**config.mk**
```make
export PLATFORM = sky130hd
export DESIGN_NAME = root_port_ctl
export DESIGN_NICKNAME = d
export VERILOG_FILES = /design/src/rtl/root_port_pkg.sv /design/src/rtl/port_rst_seq.sv /design/src/rtl/port_susp_ctl.sv /design/src/rtl/root_port_ctl.sv
export SDC_FILE = /design/constraint.sdc
export NUM_CORES = 1
export LEC_CHECK = 0
export CAP_MARGIN = 10
export CORE_MARGIN = 2
export CORE_UTILIZATION = 54
export CTS_CLUSTER_SIZE = 20
export DETAILED_ROUTE_END_ITERATION = 10
export PLACE_DENSITY = 0.87
export SYNTH_ARGS = -nofsm -noshare
export SYNTH_HDL_FRONTEND = slang
export SYNTH_SLANG_ARGS = --single-unit
export TNS_END_PERCENT = 5
```
**constraint.sdc**
```tcl
create_clock -name clk_i -period 4.2 [get_ports clk_i]
set_input_delay 1.26 -clock clk_i [delete_from_list [all_inputs] [get_ports clk_i]]
set_output_delay 1.26 -clock clk_i [all_outputs]
set_load 0.01 [all_outputs]
```
**src/rtl/root_port_pkg.sv**
```systemverilog
package root_port_pkg;
  localparam int unsigned RegW    = 4;
  localparam int unsigned EnBit   = 0;
  localparam int unsigned FprBit  = 1;
  localparam int unsigned SuspBit = 2;
  localparam int unsigned RstBit  = 3;

  typedef enum logic [1:0] {
    PS_DISABLED  = 2'd0,
    PS_ENABLED   = 2'd1,
    PS_SUSPENDED = 2'd2
  } port_state_e;
endpackage

```
**src/rtl/port_rst_seq.sv**
```systemverilog
module port_rst_seq #(
  parameter int unsigned WIN_TICKS = 2000
) (
  input  logic clk_i,
  input  logic rst_ni,
  input  logic pwr_i,
  input  logic start_i,
  input  logic stop_i,
  input  logic halted_i,
  input  logic done_i,
  input  logic tick_i,
  output logic active_o,
  output logic finish_o,
  output logic timeout_o
);
  localparam int unsigned CW = (WIN_TICKS < 2) ? 1 : $clog2(WIN_TICKS);
  localparam logic [CW-1:0] LastCnt = CW'(WIN_TICKS - 1);

  logic          active_q, term_q, to_q;
  logic [CW-1:0] cnt_q;
  logic          live, expire;

  // termination is only evaluated while the controller runs
  assign live     = term_q & ~halted_i;
  assign finish_o = live & done_i & pwr_i & ~start_i;
  assign expire   = live & ~done_i & tick_i & (cnt_q == LastCnt);

  always_ff @(posedge clk_i or negedge rst_ni) begin
    if (!rst_ni) begin
      active_q <= 1'b0;
      term_q   <= 1'b0;
      to_q     <= 1'b0;
      cnt_q    <= '0;
    end else if (!pwr_i) begin
      active_q <= 1'b0;
      term_q   <= 1'b0;
      to_q     <= 1'b0;
      cnt_q    <= '0;
    end else if (start_i) begin
      active_q <= 1'b1;
      term_q   <= 1'b0;
      to_q     <= 1'b0;
      cnt_q    <= '0;
    end else begin
      if (stop_i && active_q && !term_q) begin
        term_q <= 1'b1;
        cnt_q  <= '0;
      end
      if (live) begin
        if (done_i) begin
          active_q <= 1'b0;
          term_q   <= 1'b0;
        end else if (tick_i) begin
          if (expire) begin
            to_q     <= 1'b1;
            active_q <= 1'b0;
            term_q   <= 1'b0;
          end else begin
            cnt_q <= cnt_q + 1'b1;
          end
        end
      end
    end
  end

  assign active_o  = active_q;
  assign timeout_o = to_q;
endmodule

```
**src/rtl/port_susp_ctl.sv**
```systemverilog
module port_susp_ctl (
  input  logic clk_i,
  input  logic rst_ni,
  input  logic req_i,
  input  logic allow_i,
  input  logic busy_i,
  input  logic clr_i,
  output logic susp_o
);
  logic susp_q, pend_q;

  always_ff @(posedge clk_i or negedge rst_ni) begin
    if (!rst_ni) begin
      susp_q <= 1'b0;
      pend_q <= 1'b0;
    end else if (clr_i) begin
      susp_q <= 1'b0;
      pend_q <= 1'b0;
    end else if (!susp_q) begin
      if (pend_q) begin
        if (!allow_i) begin
          pend_q <= 1'b0;
        end else if (!busy_i) begin
          susp_q <= 1'b1;
          pend_q <= 1'b0;
        end
      end else if (req_i && allow_i) begin
        if (busy_i) pend_q <= 1'b1;
        else        susp_q <= 1'b1;
      end
    end
  end

  assign susp_o = susp_q;
endmodule

```
**src/rtl/root_port_ctl.sv**
```systemverilog
module root_port_ctl
  import root_port_pkg::*;
#(
  parameter int unsigned WIN_TICKS = 2000
) (
  input  logic            clk_i,
  input  logic            rst_ni,
  input  logic            wr_i,
  input  logic [RegW-1:0] wdata_i,
  output logic [RegW-1:0] rdata_o,
  input  logic            port_power_i,
  input  logic            hc_halted_i,
  input  logic            xact_busy_i,
  input  logic            phy_rst_done_i,
  input  logic            phy_hs_i,
  input  logic            tick_i,
  output logic            bus_rst_o,
  output logic            block_ds_o,
  output logic            rst_timeout_o,
  output logic [1:0]      port_state_o
);
  logic en_q, fpr_q;
  logic rst_active, rst_finish, susp;
  logic wr_ok, start, stop, fpr_fall, en_clr_wr, susp_clr, allow;
  port_state_e st;

  assign wr_ok     = wr_i & port_power_i;
  assign start     = wr_ok & wdata_i[RstBit] & ~rst_active;
  assign stop      = wr_ok & ~wdata_i[RstBit];
  assign fpr_fall  = wr_ok & fpr_q & ~wdata_i[FprBit];
  assign en_clr_wr = wr_ok & ~wdata_i[EnBit];
  assign susp_clr  = ~port_power_i | start | fpr_fall | en_clr_wr;
  assign allow     = en_q & ~rst_active & port_power_i;

  port_rst_seq #(.WIN_TICKS(WIN_TICKS)) u_rst (
    .clk_i     (clk_i),
    .rst_ni    (rst_ni),
    .pwr_i     (port_power_i),
    .start_i   (start),
    .stop_i    (stop),
    .halted_i  (hc_halted_i),
    .done_i    (phy_rst_done_i),
    .tick_i    (tick_i),
    .active_o  (rst_active),
    .finish_o  (rst_finish),
    .timeout_o (rst_timeout_o)
  );

  port_susp_ctl u_susp (
    .clk_i   (clk_i),
    .rst_ni  (rst_ni),
    .req_i   (wr_ok & wdata_i[SuspBit]),
    .allow_i (allow),
    .busy_i  (xact_busy_i),
    .clr_i   (susp_clr),
    .susp_o  (susp)
  );

  // enable is set only by hardware at reset completion
  always_ff @(posedge clk_i or negedge rst_ni) begin
    if (!rst_ni) begin
      en_q  <= 1'b0;
      fpr_q <= 1'b0;
    end else if (!port_power_i) begin
      en_q  <= 1'b0;
      fpr_q <= 1'b0;
    end else begin
      if (start)           en_q <= 1'b0;
      else if (rst_finish) en_q <= phy_hs_i;
      else if (en_clr_wr)  en_q <= 1'b0;
      if (wr_i) fpr_q <= wdata_i[FprBit];
    end
  end

  always_comb begin
    rdata_o          = '0;
    rdata_o[EnBit]   = en_q & port_power_i;
    rdata_o[FprBit]  = fpr_q & port_power_i;
    rdata_o[SuspBit] = susp & port_power_i;
    rdata_o[RstBit]  = rst_active & port_power_i;
  end

  always_comb begin
    if (!(en_q && port_power_i)) st = PS_DISABLED;
    else if (susp)               st = PS_SUSPENDED;
    else                         st = PS_ENABLED;
  end

  assign port_state_o = st;
  assign bus_rst_o    = rst_active & port_power_i;
  assign block_ds_o   = en_q & susp & port_power_i;
endmodule

```
After elaboration in Yosys (flattened, before gate mapping)
Cells that the tools add are included.
{"block": "word_totals", "n_memories": 0, "mem_bits_rw": 0, "latch_bits": 0, "ff_bits": 18, "out_inout_bits": 9, "rom_bits": 0}
{"block": "classes", "n_div": 0, "bitwise_logic": 34, "shift": 0, "n_reduce_logical": 7, "magnitude_cmp": 0, "mux": 46, "eq_ne": 10, "mul": 0, "add_sub_neg": 1}
{"operator": "$mux 11", "count": 7}
{"operator": "$mux 1", "count": 37}
{"operator": "$and 1x1->1", "count": 23}
{"operator": "$ne 4x1->1 const B", "count": 3}
{"operator": "$add 11x1->11 const B", "count": 1}
{"operator": "$eq 11x11->1 const B", "count": 1}
{"operator": "$ne 3x1->1 const B", "count": 3}
{"operator": "$not 1->1", "count": 8}
{"operator": "$logic_and 1x1->1", "count": 4}
{"operator": "$mux 2", "count": 2}
{"operator": "$ne 2x2->1 const B", "count": 2}
{"operator": "$reduce_and 4->1", "count": 1}
{"operator": "$ne 3x2->1 const B", "count": 1}
{"operator": "$or 1x1->1", "count": 3}
{"operator": "$reduce_and 3->1", "count": 1}
{"operator": "$logic_not 1->1", "count": 1}

Depth between registers and ports, before layout
Gate-level depths: netlist of the first run.
{"block": "depth", "depth_word": 11, "ltp_mapped": 6, "depth_no_buf": 5}

By module
A second synthesis of the first run with hierarchy kept.
{"block": "hier_totals", "hier_cells": 130, "hier_area_um2": 1164.9}
{"module": "port_rst_seq", "instances": 1, "area_each_um2": 855.8, "seq_area_each_um2": 350.3, "cells_per_inst": 92}
{"module": "root_port_ctl", "instances": 1, "area_each_um2": 210.2, "seq_area_each_um2": 50.0, "cells_per_inst": 29}
{"module": "port_susp_ctl", "instances": 1, "area_each_um2": 98.8, "seq_area_each_um2": 50.0, "cells_per_inst": 9}

Least setup slack after synthesis of the first run
OpenSTA, ideal clock, no wires.
{"block": "synth_timing", "path_kind": "input port to output port", "from": "in port_power_i", "to": "out rdata_o[3]", "arrival_ps": 1719, "slack_ps": 1221, "required_time_ps": 2940, "cell_stages": 3, "path_cell_list": "buf_2 > and2_1 > buf_4"}
{"block": "synth_between", "elab_chain_cells": 1}
{"item": "start, declared", "line": "root_port_ctl.sv:11", "rtl": "input logic port_power_i,"}
{"item": "$and 1x1->1"}
{"item": "end, declared", "line": "root_port_ctl.sv:10", "rtl": "output logic [RegW-1:0] rdata_o,"}
No other way between the ends.

Final worst setup path of the first run
{"block": "layout_timing", "from": "in port_power_i", "to": "out port_state_o[0]"}
{"block": "layout_between", "elab_chain_cells": 2}
{"item": "$logic_and 1x1->1", "line": "root_port_ctl.sv:84", "rtl": "if (!(en_q && port_power_i)) st = PS_DISABLED;"}
{"item": "$mux 2", "line": "root_port_ctl.sv:84"}
{"item": "end, declared", "line": "root_port_ctl.sv:20", "rtl": "output logic [1:0] port_state_o"}
No other way between the ends.

==> metrics, run 1 <==
number of enable flip-flop cells after synthesis=0; CP top delay family=buffers and inverters; Worst path max stage delay=0.68 ns; RR Startpoint=u_rst.cnt_q[0]$_DFF_PN0_; hold crit path type=flip-flop to flip-flop; DP Area=1310 um2; Gate Count Post-Synth=124; Total GRT Usage=0.237; Final nets=159; final core occ=0.693; CP Class=input port to output pin; post-synth top area share=0.411; WL/cell=14.8 um; relative slew slack=0.348; number of vias per cell=6.06; met2 global-route usage=0.368; met3 usage=0.0521; compound-gate portion of the synthesized area=0.138; clk sinks=18; global-route wire length before repair=4.38 mm; Place WS=roughly 0.13 ns; initial antenna violation count=0; Pleak=0.548 nW; H-tree levels=1; Synth async-reset ratio=1.00; RSZ-0062 raised after global routing=false; Final period util=0.971; Tmin final=~4.1 ns; met1 Resource Use GR=0.317; max frequency=245 MHz; Clk pin slew, worst setup/hold paths=0.10 ns; Mean Syn Cell Area=8.83 um2; 1st-pass router iterations=4; placed insts=approximately 170; largest area contributor in the netlist=dfrtp_1; Crit path top cell by count=clkdlybuf4s50_1; clock buffer depth=2; setup ws final=0.123 ns; Syn Nets=138; Vias=around 1,000; synth warn=0; HP Start=u_rst.timeout_o$_DFFE_PN0P_; mapped cell area=1090 um2; fin cells=171; die area=2400 um2; GP Congestion=roughly 0.89; register area share after synthesis=0.411; mux share of post-synthesis cell area=0.0274; Slew Viols, Final=0; Slowest cell on crit path=clkdlybuf4s50_1; synth top area cells=dfrtp_1, nand3_1, a21oi_1; Slew @ Worst Pin=0.965 ns; post-CTS resize count=0; setup bufs post-CTS=0; Max FO, Critical Path=12; die height=49.0 um; final WL=2.54 mm; crit start category=input port; Area Growth Syn to Fin=23.0%; final setup fails=0; Iter 0 DRT Violations=49; io pins=22; total grt overflow=0; count of different cell masters after synthesis=43; largest net degree at the start of global routing=19; post-route cell area=around 1300 um2; most frequent cells after synthesis=dfrtp_1, nand2_1, nand3_1; core box area=1940 um2; # hold bufs at CTS=0; hold slack final=0.536 ns; Req. time, crit path=2.94 ns; cts bufs inserted=3; ANT cells=0; vias in the first global route=962; CP arrival=2.82 ns; CTS tree=yes; xor/xnor share of the synthesized area=0.0160; Port Buf Inserts=21; most common cell in the netlist=dfrtp_1; Synth Flop Type=dfrtp_1; flops & latches, synth=18; Final Hold Fails=0; clk_skew=0.00562 ns; DRT antenna net count=0; Die W=49.0 um; drt drc=0; Max Cap Viol=0; main combinational cell family by area after synthesis=simple AND/OR/NAND/NOR gates; starting density of the core=0.564; CP bufs+invs=2; status=complete, no violations; HPWL after detailed placement=1.90 mm; simple-gate portion of the synthesized area=0.345; Rows=16; Power Total=322 uW; CTS Root Cell=clkbuf_4; Worst Setup SP=port_power_i; share of cells above drive strength 1=0.0764; Setup TNS=0 ns; adder-cell share of the synthesized area=0.0114; Crit. End Element=output pin; Power Density=239 nW/um2; CP Cell Sequence=clkdlybuf4s50_1 -> nand2_1 -> nor2_1 -> clkdlybuf4s50_1; worst skew pair latency=0.30 ns; IR drop worst, VDD=230 uV; GR peak layer=met2
[flip-flops by register name, summed over array words and instances (netlist names)]
register,count
u_susp.susp_o,1
en_q,1
u_rst.active_o,1
fpr_q,1
u_rst.term_q,1
u_rst.timeout_o,1
u_rst.cnt_q,11
u_susp.pend_q,1
[worst register-to-register path, delay by kind of cell (launching register included)]
| family | cells | cell delay (ns) |
|---|---|---|
| buffers and inverters | 1 | 0.28 |
| adders and majority gates | 1 | 0.22 |
| DFF | 1 | 0.43 |
| and+or+nand+nor | 2 | 0.29 |
| AOI/OAI and AO/OA | 2 | 0.88 |
[where the power goes]
| part | switching (mW) | leakage (nW) | internal (mW) |
|---|---|---|---|
| clock network | 0.0544 | 0.0210 | 0.0529 |
| logic | 0.0192 | 0.277 | 0.0186 |
| registers | 0.00255 | 0.250 | 0.175 |
[metal layers]
metal	part of all wire	vias to the layer above
met4	0.022	0
met2	0.49	32
li1	-	496
met3	0.047	6
met1	0.44	503
met5	0	-
[worst paths after layout]
kind,cells after the start,endpoint,slack (ns)
hold / removal,2,u_rst.timeout_o$_DFFE_PN0P_,0.54
setup / recovery,4,port_state_o[0],0.12
setup reg to reg,6,u_rst.cnt_q[0]$_DFF_PN0_,1.96
min in group asynchronous,1,u_rst.cnt_q[0]$_DFF_PN0_,1.40
hold reg to reg,2,u_rst.timeout_o$_DFFE_PN0P_,0.54
max in group asynchronous,1,u_rst.term_q$_DFF_PN0_,2.32
[placed cells by master (no fill, tap or decap), types with 2 or more instances in the layout]
master	instances
nor2_1	7
a21oi_1	9
inv_1	5
nand2b_1	2
and3_1	3
and2_1	3
or4_1	3
nand2_1	12
clkbuf_4	3
or2_2	2
nor4_1	3
dfrtp_1	18
nor3_1	2
nand3_1	11
o211ai_1	2
mux2i_1	3
clkdlybuf4s50_1	21
xnor2_1	2
or3_1	3
nor2b_1	4
nand4_1	4
[layout make-up]
class                      instances  area [um2]
timing repair buffer              22         218
sequential                        18         450
fill                             153         596
inverter                           5        18.8
multi-input combinational         95         589
clock buffer                       4        36.3
tap                               27        33.8
[cells by family after synthesis]
| group | Yosys count |
|---|---|
| AOI/OAI and AO/OA | 23 |
| xor gates and xnor gates | 2 |
| adders and majority gates | 1 |
| buffers and inverters | 11 |
| DFF | 18 |
| muxes | 3 |
| and+or+nand+nor | 66 |
Power figures use the tool's default switching activity.
==> inputs of run 2 (changes only) <==
--- a/config.mk
+++ b/config.mk
@@ -5,12 +5,12 @@
 export SDC_FILE = /design/constraint.sdc
 export NUM_CORES = 1
 export LEC_CHECK = 0
-export CAP_MARGIN = 10
+export CAP_MARGIN = 20
 export CORE_MARGIN = 2
 export CORE_UTILIZATION = 54
 export CTS_CLUSTER_SIZE = 20
 export DETAILED_ROUTE_END_ITERATION = 10
-export PLACE_DENSITY = 0.87
+export PLACE_DENSITY = 0.83
 export SYNTH_ARGS = -nofsm -noshare
 export SYNTH_HDL_FRONTEND = slang
 export SYNTH_SLANG_ARGS = --single-unit
==> run 2 against run 1 <==
  * Non-clock buffer count unchanged
  * Highest routed layer unchanged
  * Design area unchanged
  * Fmax increased by 2.2%
  * Critical endpoint unchanged
  * Register-to-register slack improved by 0.06 ns
  * Setup slack improved by 0.087 ns
  * Critical path depth unchanged
  * Total power increased by 1.9%
  * Die area unchanged
  * First-iteration DRC count decreased by 59%
  * Clock skew decreased by 0.0051 ns
==> metrics, run 2 (synthesis results as in run 1) <==
die height=49.0 um; cts bufs inserted=3; Slowest cell on crit path=clkdlybuf4s50_1; CP Class=input port to output pin; crit start category=input port; Iter 0 DRT Violations=20; Vias=995; clk_skew=0.000553 ns; status=complete, no violations; HPWL after detailed placement=1.81 mm; setup bufs post-CTS=0; CTS Root Cell=clkbuf_4; 1st-pass router iterations=4; Die W=49.0 um; final WL=2.50 mm; CP Cell Sequence=clkdlybuf4s50_1 -> nand2_1 -> nor2_1 -> clkdlybuf4s50_1; Slew Viols, Final=0; Place WS=0.196 ns; starting density of the core=0.564; drt drc=0; final core occ=0.693; Worst path max stage delay=about 0.66 ns; worst skew pair latency=between 0.3 and 0.4 ns; RSZ-0062 raised after global routing=false; Setup TNS=0 ns; ANT cells=0; Area Growth Syn to Fin=23.0%; total grt overflow=0; Total GRT Usage=0.246; post-CTS resize count=0; Crit path top cell by count=clkdlybuf4s50_1; largest net degree at the start of global routing=19; CP arrival=2.73 ns; initial antenna violation count=0; Final Hold Fails=0; # hold bufs at CTS=0; core box area=1940 um2; Port Buf Inserts=21; Top reg by flops=u_rst.cnt_q; share of cells above drive strength 1=0.0764; Pleak=~0.55 nW; relative slew slack=0.387; WL/cell=~15 um; Req. time, crit path=slightly below 3 ns; most common cell after layout, fill and taps aside=clkdlybuf4s50_1; die area=about 2400 um2; vias in the first global route=1,000; io pins=22; global-route wire length before repair=4.56 mm; Slew @ Worst Pin=0.908 ns; Clk pin slew, worst setup/hold paths=0.11 ns; Rows=16; number of vias per cell=5.82; Crit. End Element=output pin; clock buffer depth=2; max reg flops=11; clk sinks=18; max frequency=251 MHz; setup ws final=0.210 ns; Power Total=329 uW; final setup fails=0; Filler cells=167; Tmin final=between 3 and 4 ns; Final nets=159; most frequent cells in the layout=clkdlybuf4s50_1, dfrtp_1, nand2_1; hold crit path type=flip-flop to flip-flop; DRT antenna net count=0; Final period util=0.950; CTS tree=yes; Max Cap Viol=0; IR drop worst, VDD=~230 uV; GP Congestion=0.795; Power Density=244 nW/um2; Max FO, Critical Path=12; H-tree levels=1
-- run 2: cell counts in the layout (fill, tap and decap cells not counted) --
No cell type changed its count.
-- run 2: final cells by class --
class                           instances  area [um2]  share of cell area
Clock buffer                            4        36.3              0.0270
Inverter                                5        18.8              0.0139
Multi-Input combinational cell         95         589               0.438
Sequential cell                        18         450               0.335
Tap cell                               27        33.8              0.0251
Timing Repair Buffer                   22         218               0.162
-- run 2: path summary, 6_finish.rpt --
check | from | end | slack [ns] | cells after the start
max in group asynchronous | rst_ni | u_rst.cnt_q[7]$_DFF_PN0_ | 2.30 | 1
setup reg to reg | u_rst.cnt_q[0]$_DFF_PN0_ | u_rst.cnt_q[2]$_DFF_PN0_ | 2.02 | 6
hold / removal | u_rst.timeout_o$_DFFE_PN0P_ | u_rst.timeout_o$_DFFE_PN0P_ | 0.52 | 2
min in group asynchronous | rst_ni | u_rst.cnt_q[1]$_DFF_PN0_ | 1.40 | 1
setup / recovery | port_power_i | port_state_o[0] | 0.21 | 4
hold reg to reg | u_rst.timeout_o$_DFFE_PN0P_ | u_rst.timeout_o$_DFFE_PN0P_ | 0.52 | 2
-- run 2: critical path, delay by kind of cell --
kind                   cells  cell delay (ns)
buffers and inverters      2             1.21
AND/OR/NAND/NOR            2             0.27
-- run 2: stage by stage --
stage,instance area [um2],cells,hold slack (ns)
after global routing,1350,171,0.549
after floorplan,1090,124,0.487
after detailed placement,1310,167,0.490
final,1350,171,0.516
after global placement,1310,167,0.489
after CTS,1350,171,0.518
-- run 2: power by group --
part	internal (mW)	total, mW	switching, mW
Combinational	0.0186	0.0377	0.0191
Sequential	0.175	0.177	0.00245
Clock	0.0530	0.113	0.0604
-- run 2: metal layers --
layer / vias to the layer above / routed length (um) / track usage
li1: 494 / - / -
met3: 4 / 56 / 0.0399
met2: 20 / 1270 / 0.425
met5: - / 0 / 0
met4: 0 / 27 / 0.0857
met1: 477 / 1150 / 0.312
==> inputs of run 3 (changes only) <==
--- a/config.mk
+++ b/config.mk
@@ -10,6 +10,7 @@
 export CORE_UTILIZATION = 54
 export CTS_CLUSTER_SIZE = 20
 export DETAILED_ROUTE_END_ITERATION = 10
+export GPL_ROUTABILITY_DRIVEN = 0
 export PLACE_DENSITY = 0.83
 export SYNTH_ARGS = -nofsm -noshare
 export SYNTH_HDL_FRONTEND = slang
==> results of run 3 <==
The final DEF is identical to that of run 2; final timing and power are the same.
